**src/rtl/twin_sample_pkg.sv**
```systemverilog
package twin_sample_pkg;
  localparam int DEF_SAMPLE_W = 8;

  typedef enum logic {
    LANE_PARALLEL = 1'b0,
    LANE_SHARED   = 1'b1
  } lane_mode_e;
endpackage

```
**src/rtl/twin_sample_capture.sv**
```systemverilog
module twin_sample_capture
  import twin_sample_pkg::*;
#(
  parameter int W = DEF_SAMPLE_W
) (
  input  logic         clk,
  input  logic         rst,
  input  logic         il_mode,
  input  logic [W-1:0] bus0,
  input  logic [W-1:0] bus1,
  output logic [W-1:0] cap_a,
  output logic [W-1:0] cap_b,
  output logic         cap_vld
);
  logic [W-1:0] stage_b;
  lane_mode_e   mode;

  assign mode = lane_mode_e'(il_mode);

  // Falling-edge staging of the shared-bus channel-1 word
  always_ff @(negedge clk) begin
    if (rst) stage_b <= '0;
    else     stage_b <= bus0;
  end

  // Rising-edge capture of the pair
  always_ff @(posedge clk) begin
    if (rst) begin
      cap_a   <= '0;
      cap_b   <= '0;
      cap_vld <= 1'b0;
    end else begin
      cap_a   <= bus0;
      cap_b   <= (mode == LANE_SHARED) ? stage_b : bus1;
      cap_vld <= 1'b1;
    end
  end
endmodule

```
**src/rtl/twin_sample_outreg.sv**
```systemverilog
module twin_sample_outreg
  import twin_sample_pkg::*;
#(
  parameter int W = DEF_SAMPLE_W
) (
  input  logic         clk,
  input  logic         rst,
  input  logic         out_en,
  input  logic [W-1:0] cap_a,
  input  logic [W-1:0] cap_b,
  input  logic         cap_vld,
  output logic [W-1:0] code0,
  output logic [W-1:0] code1,
  output logic         upd
);
  logic load;

  assign load = out_en && cap_vld;

  always_ff @(posedge clk) begin
    if (rst) begin
      code0 <= '0;
      code1 <= '0;
      upd   <= 1'b0;
    end else begin
      upd <= load;
      if (load) begin
        code0 <= cap_a;
        code1 <= cap_b;
      end
    end
  end

  AST_HOLD_WHEN_OFF: assert property (@(posedge clk) disable iff (rst)
    !out_en |=> ($stable(code0) && $stable(code1)));
  AST_STROBE_LOW_OFF: assert property (@(posedge clk) disable iff (rst)
    !out_en |=> !upd);
  AST_STROBE_ON_LOAD: assert property (@(posedge clk) disable iff (rst)
    (out_en && cap_vld) |=> upd);
endmodule

```
**src/rtl/twin_sample_front.sv**
```systemverilog
module twin_sample_front
  import twin_sample_pkg::*;
#(
  parameter int W = DEF_SAMPLE_W
) (
  input  logic         clk,
  input  logic         rst,
  input  logic         il_mode,
  input  logic         out_en,
  input  logic [W-1:0] bus0,
  input  logic [W-1:0] bus1,
  output logic [W-1:0] code0,
  output logic [W-1:0] code1,
  output logic         upd
);
  logic [W-1:0] cap_a;
  logic [W-1:0] cap_b;
  logic         cap_vld;

  twin_sample_capture #(.W(W)) u_cap (
    .clk     (clk),
    .rst     (rst),
    .il_mode (il_mode),
    .bus0    (bus0),
    .bus1    (bus1),
    .cap_a   (cap_a),
    .cap_b   (cap_b),
    .cap_vld (cap_vld)
  );

  twin_sample_outreg #(.W(W)) u_out (
    .clk     (clk),
    .rst     (rst),
    .out_en  (out_en),
    .cap_a   (cap_a),
    .cap_b   (cap_b),
    .cap_vld (cap_vld),
    .code0   (code0),
    .code1   (code1),
    .upd     (upd)
  );

  AST_RESET_CLEARS: assert property (@(posedge clk)
    rst |=> (code0 == '0 && code1 == '0 && !upd));
  AST_CH0_LATENCY: assert property (@(posedge clk) disable iff (rst)
    !rst ##1 out_en |=> code0 == $past(bus0, 2));
  AST_CH1_PARALLEL: assert property (@(posedge clk) disable iff (rst)
    (!rst && !il_mode) ##1 out_en |=> code1 == $past(bus1, 2));
endmodule

```
**config.mk**
```make
export PLATFORM = sky130hd
export DESIGN_NAME = twin_sample_front
export DESIGN_NICKNAME = d
export VERILOG_FILES = /design/src/rtl/twin_sample_pkg.sv /design/src/rtl/twin_sample_capture.sv /design/src/rtl/twin_sample_outreg.sv /design/src/rtl/twin_sample_front.sv
export SDC_FILE = /design/constraint.sdc
export NUM_CORES = 1
export LEC_CHECK = 0
export ABC_CLOCK_PERIOD_IN_PS = 1540
export BUFFER_PORTS_ARGS = -buffer_cell sky130_fd_sc_hd__buf_2
export CORE_MARGIN = 4
export CORE_UTILIZATION = 54
export CTS_BUF_LIST = sky130_fd_sc_hd__clkbuf_4
export DETAILED_ROUTE_END_ITERATION = 10
export GPL_TIMING_DRIVEN = 1
export HOLD_SLACK_MARGIN = 0.05
export PLACE_DENSITY = 0.88
export SYNTH_ARGS = -nofsm -noshare
export SYNTH_HDL_FRONTEND = slang
export SYNTH_SLANG_ARGS = --single-unit
```
**constraint.sdc**
```tcl
create_clock -name clk -period 1.54 [get_ports clk]
set_clock_uncertainty 0.2 [all_clocks]
set_input_delay 0.385 -clock clk [delete_from_list [all_inputs] [get_ports clk]]
set_output_delay 0.385 -clock clk [all_outputs]
set_load 0.005 [all_outputs]
```
==> PnR_summary.wiki <==
{| class="wikitable"
! Metric !! Value
|-
| Pin count of the biggest net entering global routing || 26
|-
| Aggregate global routing overflow || 0
|-
| Number of synthesized flops with an enable pin || 0
|-
| Wire length per cell || 13.6 microns
|-
| First-pass GRT wire length || 4360 microns
|-
| Largest family of logic cells by synthesized area || compound AO/OA/AOI/OAI gates
|-
| Drt first pass iters || 4
|-
| Setup TNS || -428 ps
|-
| Cell area after synthesis || 0.00149 sq mm
|-
| Share of final-layout standard cells stronger than drive strength 1 || 38.3%
|-
| Via count of the first global-routing pass || 956
|-
| Path type of the worst setup path || register to register
|-
| CTS tree || yes
|-
| Final hold violations || 0
|-
| CP arrival || approximately 1700 ps
|-
| Placed insts || approximately 190
|-
| Final-report setup violation count || 8
|-
| Slowest Stage Delay on Critical Path || between 300 and 400 ps
|-
| Violations in the final reports || negative setup slack
|-
| CTS clk-pin slew, worst paths || 130 ps
|-
| Ports || 37
|-
| Max transition margin || 78.4%
|-
| Top cells by area in the synthesized netlist || dfxtp_1 57%, a21bo_1 8.8%, a21oi_2 7.7%
|-
| Leakage component of the power || about 0.82 nW
|-
| Final HPWL from detailed placement || around 1900 microns
|-
| Fin Hold WS || ~53 ps
|-
| CP Launch Type || register
|-
| Fraction of the mapped netlist area in adder cells || 0%
|-
| Cells after synthesis || about 130
|-
| Crit path capture type || register
|-
| DIE AREA || 0.00365 sq mm
|-
| Commonest cells post-synth || 42 x dfxtp_1, 16 x nand3_1, 13 x a21bo_1, 13 x a21oi_2
|-
| Routability cong. || ~0.76
|-
| Synth Flop Type || dfxtp_1
|-
| H-tree depth || 2
|-
| Final std cells w/o fill || between 200 and 250
|-
| Count of pins over their slew limit || 0
|-
| Count of nets left with antenna violations after detail routing || 0
|-
| Clock buffer depth || 2
|-
| Final-layout fill cell count || between 150 and 200
|-
| Worst path cell trace || mux2i_1 > nor2_1
|-
| Buf+Inv Stages, Crit Path || 0
|-
| Die extent in x || just over 60 microns
|-
| Worst setup slack after layout || -85.8 ps
|-
| Count of warnings emitted by yosys || 0
|-
| Effective utilization at floorplan || 58.4%
|-
| FFs w/ async S/R, synth || 0%
|-
| Mux cell area share after synthesis || under 10%
|-
| Total Routed Length || roughly 2800 microns
|-
| Layout area overhead || 21.2%
|-
| Diodes inserted || 0
|-
| Number of buffers inserted during clock tree synthesis || 5
|-
| Post-synthesis net count || 149
|-
| Per-instance average area after synthesis || ~12 sq um
|-
| Basic-gate share of the synthesized area counting and, or, nand and nor cells || between 10% and 20%
|-
| Global routing usage summed across all routing layers || approximately 17%
|-
| Number of unique standard cell types used by synthesis || 15
|-
| Worst path required time || 1600 ps
|-
| DRC Markers || 0
|-
| Setup repair after global routing missed its margin || yes
|-
| HP Class || primary input to register
|-
| Maximum ir drop on the vdd rail || between 1 and 1.5 mV
|-
| Sequential cell area fraction in the yosys report || a little under three fifths
|-
| Count of state elements after synthesis || between 40 and 50
|-
| Slowest stage cell on the critical path || dfxtp_2
|-
| Sink Count || 42
|-
| Maximum fanout encountered on the critical timing path || 1
|-
| Number of cell rows || 18
|-
| Clock latency reported for the late side of the worst-skew pair || around 400 ps
|-
| Number of antenna violations at the first check in global routing || 0
|-
| XOR/XNOR Fraction of Synth Area || 0%
|-
| Most used standard cell by instance count after synthesis || dfxtp_1
|-
| Via count of the routed design || 1026
|-
| CTS root buf || clkbuf_4
|-
| Cell type contributing the most total cell area after synthesis || dfxtp_1
|-
| Portion of synthesized cell area occupied by the leading cell type || ~57%
|-
| Run status || complete, but fails checks
|-
| Number of max-cap violations || 0
|-
| Via density per instance || approximately 5.0
|-
| Chip Height || around 60 microns
|-
| Starting DRC count in detailed routing || 47
|-
| Core Footprint || 0.00254 sq mm
|-
| Compound-cell area share of the yosys netlist || a little under 20%
|-
| Total Nets Final || roughly 190
|-
| Cell class contributing the biggest share of worst-path delay || flip-flops
|-
| Worst-Margin Slew || around 320 ps
|-
| Power density relative to cell area || ~1200 mW/mm^2
|-
| Port Buffers || 36
|}
cells in the final DEF, fill, tap and decap left out, types with 2 or more instances in the layout:
master	n
a21bo_1	13
a21bo_2	3
a21oi_1	3
a21oi_2	13
buf_2	36
buf_4	3
clkbuf_4	5
dfxtp_1	41
dlygate4sd3_1	3
inv_1	9
mux2i_1	8
nand3_1	16
nor2_1	8
nor2b_1	6
nor2b_4	2
final cells by class:
cell class	instances	area, sq um	share of cell area, %
Tap cell	30	37.5	2.08
Timing Repair Buffer	43	253	14.0
Clock inverter	11	76.3	4.24
Inverter	1	3.75	0.208
Multi-Input combinational cell	73	551	30.6
Sequential cell	42	842	46.8
Clock buffer	5	37.5	2.08
cells by family (layout without fill, tap and decap cells):
| family | count (synthesis) | after routing |
|---|---|---|
| AOI/OAI and AO/OA | 32 | 32 |
| buffers and inverters | 14 | 60 |
| DFF | 42 | 42 |
| muxes | 8 | 8 |
| and+or+nand+nor | 33 | 33 |
registers in the layout, summed over array words and instances (netlist names):
signal and cells:
u_out.upd 1, u_cap.cap_a 8, u_out.code1 8, u_cap.cap_vld 1, u_out.code0 8, u_cap.cap_b 8
u_cap.stage_b 8
path summary, 6_finish.rpt:
kind | to | start | slack, ps | depth (start not counted)
setup / recovery | u_cap.cap_b[3]$_SDFF_PP0_ | u_cap.stage_b[3]$_DFF_N_ | -90 | 2
hold / removal | u_cap.cap_b[4]$_SDFF_PP0_ | bus1[4] | 50 | 3
setup reg to reg | u_cap.cap_b[3]$_SDFF_PP0_ | u_cap.stage_b[3]$_DFF_N_ | -90 | 2
hold reg to reg | u_out.code1[7]$_SDFFE_PP0P_ | u_cap.cap_b[7]$_SDFF_PP0_ | 260 | 2
per-layer routing:
metal / vias up / track usage, % / wire length, microns
met5: - / 0 / 0
met4: 0 / 7.43 / 48
met3: 6 / 7.87 / 212
met2: 31 / 24.4 / 1260
met1: 466 / 21.3 / 1260
li1: 523 / - / -
what timing repair did:
item	4_1_cts	5_1_grt
setup endpoints to repair	8	8
buffers inserted	0	0
hold buffers	3	0
hold endpoints to repair	3	0
resized for setup	0	1
pin swaps	0	2
metrics by stage:
stage                     setup WS [ps]  total power [W]  util, %  cell area, sq um
after global placement             -249          0.00136     65.2              1660
after floorplan                    -101          0.00132        -              1510
final                             -85.8          0.00211     70.7              1800
after detailed placement           -284          0.00137     65.2              1660
after global routing               -125          0.00220     70.7              1800
after CTS                         -95.1          0.00212     70.7              1800
power by group:
part / internal, W / switching (W) / total, W
combinational: 0.0000792 / 0.0000831 / 0.000162
clock: 0.000373 / 0.000418 / 0.000792
sequential: 0.00114 / 0.0000169 / 0.00115
worst min-delay path, cell delays in order:
cell     delay (ps)
buf_2            70
mux2i_1          60
nor2_1           70
No activity file was read; power rests on OpenSTA's default activity.
